`config.mk`:
```
export PLATFORM = sky130hd
export DESIGN_NAME = pmsc_reg
export DESIGN_NICKNAME = d
export VERILOG_FILES = /design/src/rtl/pmsc_pkg.sv /design/src/rtl/pmsc_flag.sv /design/src/rtl/pmsc_once.sv /design/src/rtl/pmsc_trip.sv /design/src/rtl/pmsc_reg.sv
export SDC_FILE = /design/constraint.sdc
export NUM_CORES = 1
export LEC_CHECK = 0
export BUFFER_PORTS_ARGS = -buffer_cell sky130_fd_sc_hd__clkbuf_2
export CAP_MARGIN = 20
export CORE_AREA = 2 2 39 41
export CTS_CLUSTER_DIAMETER = 100
export DETAILED_ROUTE_END_ITERATION = 8
export DIE_AREA = 0 0 41 43
export GPL_TIMING_DRIVEN = 0
export PLACE_DENSITY = 0.63
export SYNTH_ARGS = -nofsm -noshare
export SYNTH_HDL_FRONTEND = slang
export SYNTH_HIERARCHICAL = 1
export SYNTH_SLANG_ARGS = --single-unit
```
`constraint.sdc`:
```
create_clock -name clk -period 1.3 [get_ports clk]
set_clock_uncertainty 0.15 [all_clocks]
set_input_delay 0 -clock clk [delete_from_list [all_inputs] [get_ports clk]]
set_output_delay 0 -clock clk [all_outputs]
set_load 0.01 [all_outputs]
```
`src/rtl/pmsc_pkg.sv`:
```
package pmsc_pkg;
    localparam int REG_W      = 8;
    localparam int POS_WFLAG  = 7;
    localparam int POS_WACK   = 6;
    localparam int POS_DSEL   = 5;
    localparam int POS_WSEL   = 4;
    localparam int POS_PFLAG  = 3;
    localparam int POS_PACK   = 2;
    localparam int POS_PDEN   = 1;
    localparam int POS_PSEL   = 0;
    localparam int N_FLAGS    = 2;
    localparam int N_ONCE     = 2;
    localparam int TRIP_W     = 2;

    typedef enum logic [1:0] {
        CAUSE_OTHER = 2'd0,
        CAUSE_LVD   = 2'd1,
        CAUSE_POR   = 2'd2
    } rst_cause_e;
endpackage

```
`src/rtl/pmsc_flag.sv`:
```
module pmsc_flag #(
    parameter bit ACK_NEEDS_IDLE = 1'b0
) (
    input  logic clk,
    input  logic rst,
    input  logic rst_val_i,
    input  logic set_i,
    input  logic ack_i,
    input  logic cond_i,
    output logic flag_o
);
    typedef struct packed {
        logic flag;
    } flag_st_t;

    flag_st_t st_d, st_q;
    logic     clr_ok;

    always_comb begin
        st_d   = st_q;
        clr_ok = ack_i && (!ACK_NEEDS_IDLE || !cond_i);
        if (rst) begin
            st_d.flag = rst_val_i;
        end else if (set_i) begin
            st_d.flag = 1'b1;
        end else if (clr_ok) begin
            st_d.flag = 1'b0;
        end
    end

    always_ff @(posedge clk) begin
        st_q <= st_d;
    end

    assign flag_o = st_q.flag;


    flag_set_chk: assert property (@(posedge clk) disable iff (rst)
        set_i |=> flag_o);


    flag_hold_chk: assert property (@(posedge clk) disable iff (rst)
        (!set_i && !ack_i) |=> $stable(flag_o));

    generate
        if (ACK_NEEDS_IDLE) begin : g_cond

            flag_ack_blocked_chk: assert property (@(posedge clk) disable iff (rst)
                (ack_i && cond_i && flag_o) |=> flag_o);
        end
    endgenerate
endmodule

```
`src/rtl/pmsc_once.sv`:
```
module pmsc_once #(
    parameter int W = 1
) (
    input  logic         clk,
    input  logic         rst,
    input  logic         wr_i,
    input  logic [W-1:0] wdata_i,
    output logic [W-1:0] val_o
);
    typedef struct packed {
        logic [W-1:0] val;
        logic         locked;
    } once_st_t;

    once_st_t st_d, st_q;

    always_comb begin
        st_d = st_q;
        if (rst) begin
            st_d.val    = '0;
            st_d.locked = 1'b0;
        end else if (wr_i && !st_q.locked) begin
            st_d.val    = wdata_i;
            st_d.locked = 1'b1;
        end
    end

    always_ff @(posedge clk) begin
        st_q <= st_d;
    end

    assign val_o = st_q.val;


    once_locked_chk: assert property (@(posedge clk) disable iff (rst)
        (st_q.locked && wr_i) |=> $stable(val_o));


    once_idle_chk: assert property (@(posedge clk) disable iff (rst)
        !wr_i |=> $stable(val_o));
endmodule

```
`src/rtl/pmsc_trip.sv`:
```
module pmsc_trip
    import pmsc_pkg::*;
#(
    parameter int W = TRIP_W
) (
    input  logic         clk,
    input  logic         rst,
    input  logic         por_i,
    input  logic         wr_i,
    input  logic [W-1:0] wdata_i,
    output logic [W-1:0] sel_o
);
    typedef struct packed {
        logic [W-1:0] sel;
    } trip_st_t;

    trip_st_t st_d, st_q;

    always_comb begin
        st_d = st_q;
        if (rst) begin
            if (por_i) begin
                st_d.sel = '0;
            end
        end else if (wr_i) begin
            st_d.sel = wdata_i;
        end
    end

    always_ff @(posedge clk) begin
        st_q <= st_d;
    end

    assign sel_o = st_q.sel;


    trip_hold_chk: assert property (@(posedge clk) disable iff (rst)
        !wr_i |=> $stable(sel_o));


    trip_load_chk: assert property (@(posedge clk) disable iff (rst)
        wr_i |=> (sel_o == $past(wdata_i)));
endmodule

```
`src/rtl/pmsc_reg.sv`:
```
module pmsc_reg
    import pmsc_pkg::*;
(
    input  logic             clk,
    input  logic             rst,
    input  logic [1:0]       rst_cause,
    input  logic             reg_rd,
    input  logic             reg_wr,
    input  logic [REG_W-1:0] reg_wdata,
    output logic [REG_W-1:0] reg_rdata,
    input  logic             lvw_level,
    input  logic             stop2_exit,
    output logic             lvd_trip_hi,
    output logic             lvw_trip_hi,
    output logic             pd_enable,
    output logic             ppd_select,
    output logic             stop1_en,
    output logic             stop2_en
);
    localparam bit [N_FLAGS-1:0] ACK_COND = 2'b01;
    localparam int FLAG_POS [N_FLAGS] = '{POS_WFLAG, POS_PFLAG};
    localparam int ACK_POS  [N_FLAGS] = '{POS_WACK,  POS_PACK};
    localparam int ONCE_POS [N_ONCE]  = '{POS_PDEN,  POS_PSEL};

    logic [N_FLAGS-1:0] flag_set, flag_ack, flag_rst_val, flag_q;
    logic [N_ONCE-1:0]  once_q;
    logic [TRIP_W-1:0]  trip_q;
    logic               por_cause;

    assign por_cause       = (rst_cause == CAUSE_POR);
    assign flag_set[0]     = lvw_level;
    assign flag_set[1]     = stop2_exit;
    assign flag_rst_val[0] = lvw_level;
    assign flag_rst_val[1] = 1'b0;

    generate
        for (genvar g = 0; g < N_FLAGS; g++) begin : g_flag
            assign flag_ack[g] = reg_wr && reg_wdata[ACK_POS[g]];
            pmsc_flag #(.ACK_NEEDS_IDLE(ACK_COND[g])) u_flag (
                .clk       (clk),
                .rst       (rst),
                .rst_val_i (flag_rst_val[g]),
                .set_i     (flag_set[g]),
                .ack_i     (flag_ack[g]),
                .cond_i    (lvw_level),
                .flag_o    (flag_q[g])
            );
        end
        for (genvar g = 0; g < N_ONCE; g++) begin : g_once
            pmsc_once #(.W(1)) u_once (
                .clk     (clk),
                .rst     (rst),
                .wr_i    (reg_wr),
                .wdata_i (reg_wdata[ONCE_POS[g]]),
                .val_o   (once_q[g])
            );
        end
    endgenerate

    pmsc_trip #(.W(TRIP_W)) u_trip (
        .clk     (clk),
        .rst     (rst),
        .por_i   (por_cause),
        .wr_i    (reg_wr),
        .wdata_i (reg_wdata[POS_DSEL:POS_WSEL]),
        .sel_o   (trip_q)
    );

    logic [REG_W-1:0] status;

    always_comb begin
        status            = '0;
        status[POS_WFLAG] = flag_q[0];
        status[POS_PFLAG] = flag_q[1];
        status[POS_DSEL]  = trip_q[1];
        status[POS_WSEL]  = trip_q[0];
        status[POS_PDEN]  = once_q[0];
        status[POS_PSEL]  = once_q[1];
        reg_rdata         = reg_rd ? status : '0;
    end

    assign lvd_trip_hi = trip_q[1];
    assign lvw_trip_hi = trip_q[0];
    assign pd_enable   = once_q[0];
    assign ppd_select  = once_q[1];
    assign stop1_en    = once_q[0] && !once_q[1];
    assign stop2_en    = once_q[0] &&  once_q[1];


    warn_clear_chk: assert property (@(posedge clk) disable iff (rst)
        (flag_ack[0] && !lvw_level) |=> !flag_q[0]);


    ppd_clear_chk: assert property (@(posedge clk) disable iff (rst)
        (flag_ack[1] && !stop2_exit) |=> !flag_q[1]);


    stop_excl_chk: assert property (@(posedge clk) disable iff (rst)
        !(stop1_en && stop2_en));
endmodule

```
==> qor.yml, run 1 <==
run_status:
  outcome: "finished clean"
critical_path:
  required_ns: 1.16
  critPathArrivalTime_ns: 1.14
  startpoint_type: "input pin"
  worstSetupPathType: "in -> reg"
  critical-path-max-stage-delay_ns: 0.54
  critPathBufInv: 2
  path_max_fanout: 13
  critPathTopFamily: "buffers and inverters"
  path_cells: "dlygate4sd3_1 > clkbuf_2 > or3_1"
  critPathCaptureType: "register"
  reg2reg_slack_ns: 0.51
  cp_slowest_cell: "dlygate4sd3_1"
routing:
  ant_nets: 0
  drc: 0
  via_per_inst: 4.10
  drtPass1Iterations: 4
  via_count: 402
  wl_per_cell_um: 8.86
  drt_iter0_drc: 4
  wirelength_um: 868
die:
  dieArea_um2: 1760
  die_h_um: 43
  io_pins: 30
  core_um2: 1380
  die_w_um: 41
  initial_utilization: 0.316
  row_count: 14
clocking:
  tritoncts: "done"
  cts-htree-levels: 1
  root_buffer: "clkbuf_4"
  post-cts-setup-buffers: 0
  cts.sinks: 8
  path_clk_slew_ns: 0.06
  cts_max_path_buffers: 2
  clk-insertion-delay-late_ns: 0.25
  numCtsBuffers: 3
yosys:
  yosys_register_bits: 8
  synth-main-ff-cell: "edfxtp_1"
  syn_area_um2: 438
  synth_warnings: 6
  seq_area_frac_synth: 0.457
  synth_edf_count: 4
  synth_cell_types: 16
  async_flop_share: 0
  syn_area_per_cell_um2: 10.2
  syn_inst: 43
placed_design:
  place_area_um2: 591
  gp_congestion: 0.669
  portBuffers: 25
  dp_slack_ns: 0.292
  dp_hpwl_um: 606
sta:
  finalSetupTns_ns: 0
  rsz0062_at_grt: "no"
  setup_slack_ns: 0.0205
  period_minus_slack_ns: 1.28
  slew_violations: 0
  hold_viol_final: 0
  setup_viol: 0
  whs_ns: 0.0648
  max_clock_freq_mhz: 782
  period_share: 0.984
final_layout:
  synthToLayoutAreaGrowth_pct: 60.9
  final_common_cell: "clkbuf_2"
  layout.nets: 99
  drive_above_1_share: 0.402
  multi_input_area_um2: 226
  num_antenna_cells: 0
  final_util: 0.509
  fin_area_um2: 704
  num-fill-cells: 132
  final_cell_mix: "clkbuf_2, and2_1, dlygate4sd3_1"
  area.sequential_um2: 200
global_routing:
  grtUsageTotal: 0.109
  grt_pass1_vias: 308
  antenna_found_initial: 0
  overflow: 0
  grt_pass1_wl_mm: 1.24
  grt_max_degree: 14
power_and_ir_drop:
  p_leak_nw: 0.348
  power.density_nw_per_um2: 907
  peakVddDrop_uv: 434
worst_hold_path:
  hold_class: "in -> reg"
run:
  drv_cap: 0
report_power, final:
group          switching [W]  internal (W)  leakage, nW
Sequential         0.0000111      0.000289       0.0721
Combinational      0.0000555     0.0000812        0.261
Clock              0.0000848      0.000117       0.0150
worst reg2reg max path: stages, from the launching register on:
cell       delay (ns)
dfxtp_1          0.35
nand4bb_1        0.12
o21ai_1          0.06
layout make-up:
| cell class | instances | area share |
|---|---|---|
| Buffer | 2 | 0.0213 |
| Clock buffer | 4 | 0.0373 |
| Inverter | 1 | 0.00533 |
| Multi-Input combinational cell | 34 | 0.321 |
| Sequential cell | 8 | 0.284 |
| Tap cell | 16 | 0.0284 |
| Timing Repair Buffer | 33 | 0.302 |
stage by stage:
step / cells / power [W]
finish: 98 / 0.000639
floorplan: 45 / 0.000367
detailed placement: 86 / 0.000423
CTS: 99 / 0.000652
global placement: 86 / 0.000420
global route: 98 / 0.000682
metal layers:
layer | GRT usage | routed length (um)
met5 | 0 | 0
met4 | 0.100 | 13
met3 | 0.0157 | 76
met2 | 0.175 | 418
met1 | 0.113 | 359
cell families after synthesis:
| kind of cell | count (synthesis) | share of synthesized area |
|---|---|---|
| DFF | 8 | 0.457 |
| muxes | 3 | 0.0943 |
| other | 1 | 0.00856 |
| AOI/OAI and AO/OA | 3 | 0.0343 |
| and+or+nand+nor | 25 | 0.363 |
| buffers and inverters | 3 | 0.0428 |
synthesized netlist by cell type (2+ instances only):
cell | instances | area share
mux2_4 | 2 | 0.069
nor2b_1 | 4 | 0.057
o21ai_1 | 2 | 0.023
nand2b_1 | 2 | 0.029
and2_1 | 9 | 0.13
and2b_2 | 2 | 0.040
nand4bb_1 | 2 | 0.051
nor2_1 | 5 | 0.043
edfxtp_1 | 4 | 0.27
dfxtp_1 | 4 | 0.18
buf_4 | 2 | 0.034
state kept, by name (all words and copies together), names as in the netlist:
signal                cells
g_flag.u_flag/flag_o      2
g_once.u_once/st_q        2
g_once.u_once/val_o       2
u_trip/sel_o              2
worst paths after layout:
path | from | cells past startpoint | endpoint
max reg2reg | g_once[1].u_once/st_q[0] | 2 | g_once[1].u_once/val_o
max | rst | 3 | g_flag[1].u_flag/flag_o
min reg2reg | g_once[0].u_once/st_q[0] | 2 | g_once[0].u_once/st_q[0]
min | rst_cause[0] | 3 | u_trip/sel_o[1]
what timing repair did:
item / CTS / global route
gates resized for setup: 0 / 1
setup endpoints to repair: 0 / 2
hold endpoints to repair: 10 / 0
hold buffers: 9 / 0
No activity file was read; power rests on OpenSTA's default activity.
==> inputs of run 2 (changes only) <==
- GPL_TIMING_DRIVEN: 0 -> default
- clock period: 1.3 -> 1.5 ns (I/O delays scaled with it)
==> qor.yml, run 2 (synthesized netlist as in run 1, its figures left out) <==
die:
  die_h_um: 43  # unchanged
  initial_utilization: 0.316  # unchanged
  io_pins: 30  # unchanged
  dieArea_um2: 1760  # unchanged
  die_w_um: 41  # unchanged
  row_count: 14  # unchanged
  core_um2: 1380  # unchanged
routing:
  drt_iter0_drc: 4  # unchanged
  drtPass1Iterations: 2  # was 4
  ant_nets: 0  # unchanged
  via_count: 419  # was 402
  via_per_inst: 4.19  # was 4.10
  wirelength_um: 898  # was 868 um
  drc: 0  # unchanged
  wl_per_cell_um: 8.98  # was 8.86 um
power_and_ir_drop:
  power.density_nw_per_um2: 769  # was 907 nW/um2
  p_leak_nw: 0.341  # was 0.348 nW
  peakVddDrop_uv: 393  # was 434 uV
sta:
  period_share: 0.952
  max_clock_freq_mhz: 700
  slew_violations: 0  # unchanged
  period_minus_slack_ns: 1.43
  setup_viol: 0  # unchanged
  hold_viol_final: 0  # unchanged
  rsz0062_at_grt: "no"  # unchanged
  finalSetupTns_ns: 0  # unchanged
final_layout:
  num-fill-cells: 126  # was 132
  synthToLayoutAreaGrowth_pct: 65.4  # was 60.9%
  drive_above_1_share: 0.381  # was 0.402
  final_cell_mix: "clkbuf_2, dlygate4sd3_1, and2_1"  # was clkbuf_2, and2_1, dlygate4sd3_1
  num_antenna_cells: 0  # unchanged
  layout.nets: 101  # was 99
  final_common_cell: "clkbuf_2"  # unchanged
  stdcell_count: 100  # was 98
critical_path:
  required_ns: 1.49  # was 1.16 ns
  crit_start: "reg_wr"  # was rst
  critPathArrivalTime_ns: 1.42  # was 1.14 ns
  worstReg2RegStart: "g_once[1].u_once/st_q[0]"  # unchanged
  startpoint_type: "input pin"  # unchanged
  worstSetupPathType: "in -> reg"  # unchanged
  critPathCaptureType: "register"  # unchanged
  path_max_fanout: 9  # was 13
worst_hold_path:
  worstHoldStart: "rst_cause[0]"  # unchanged
  hold_class: "in -> reg"  # unchanged
global_routing:
  grt_pass1_vias: 322  # was 308
  grtUsageTotal: 0.112  # was 0.109
  met2_usage: 0.172  # was 0.175
  use_met1: 0.116  # was 0.113
  antenna_found_initial: 0  # unchanged
  grt_max_degree: 14  # unchanged
  overflow: 0  # unchanged
  top_usage_layer: "met2"  # unchanged
  grt.met3_usage: 0.0157  # unchanged
  grt_pass1_wl_mm: 1.26  # was 1.24 mm
clocking:
  cts.sinks: 8  # unchanged
  root_buffer: "clkbuf_4"  # unchanged
  cts-htree-levels: 1  # unchanged
  clk-insertion-delay-late_ns: 0.25  # about the same
  numCtsBuffers: 3  # unchanged
  post-cts-setup-buffers: 0  # unchanged
  tritoncts: "done"  # unchanged
  path_clk_slew_ns: 0.06  # about the same
  cts_max_path_buffers: 2  # unchanged
placed_design:
  placedCellCount: 84  # was 86
  gp_congestion: 0.653  # was 0.669
  portBuffers: 25  # unchanged
  dp_hpwl_um: 604  # was 606 um
run:
  drv_cap: 0  # unchanged
run_status:
  outcome: "finished clean"  # unchanged
[run 2: changes by cell type in the layout (fill, tap and decap cells not counted), sizes merged]
| cell | delta |
|---|---|
| dlygate4sd3 | +4 |
| buf | -2 |
| clkbuf | +1 |
| dlymetal6s4s | -1 |
[run 2: worst max-delay path, cell delays in order]
cell	delay, ns
dlygate4sd3_1	0.55
clkbuf_4	0.18
nand4bb_1	0.09
dlygate4sd3_1	0.54
o21ai_1	0.05
[run 2: path summary, 6_finish.rpt]
check | to | slack, ns | cells past startpoint
worst max register to register | g_once[1].u_once/val_o | 0.17 | 3
worst min register to register | g_once[0].u_once/st_q[0] | 0.35 | 2
worst min-delay path | u_trip/sel_o[0] | 0.06 | 3
worst max-delay path | g_once[0].u_once/val_o | 0.07 | 5
[run 2: timing repair]
item                       CTS  global route
resized for setup            0             2
hold buffers                12             0
setup endpoints to repair    0             2
hold endpoints to repair    10             0
[run 2: metal layers]
layer	routed length [um]	share of wire	up-vias
li1	-	-	218
met1	378	0.42	179
met2	439	0.49	20
met3	70	0.078	2
met4	9	0.010	0
met5	0	0	-
[run 2: through the flow]
step	util	area (um2)	setup slack, ns	total power (W)	hold WS, ns
3_5_place_dp	0.416	576	0.488	0.000363	0.120
3_3_place_gp	0.416	576	0.498	0.000360	0.125
2_1_floorplan	-	445	0.672	0.000318	-0.0776
4_1_cts	0.522	722	0.0908	0.000568	0.0492
5_1_grt	0.524	724	0.0122	0.000598	0.0994
6_report	0.524	724	0.0717	0.000557	0.0562
[run 2: where the power goes]
group | internal (W) | switching [W] | total, W
combinational | 0.0000727 | 0.0000488 | 0.000121
sequential | 0.000250 | 0.00000970 | 0.000260
clock | 0.000102 | 0.0000738 | 0.000176
[run 2: final cells by class]
type,instances,area (um2),area share
multi-input cells,34,226,0.313
inverters,1,3.75,0.00518
clock buffers,4,26.3,0.0363
well taps,16,20.0,0.0276
repair buffers,37,248,0.342
flip-flops and latches,8,200,0.276
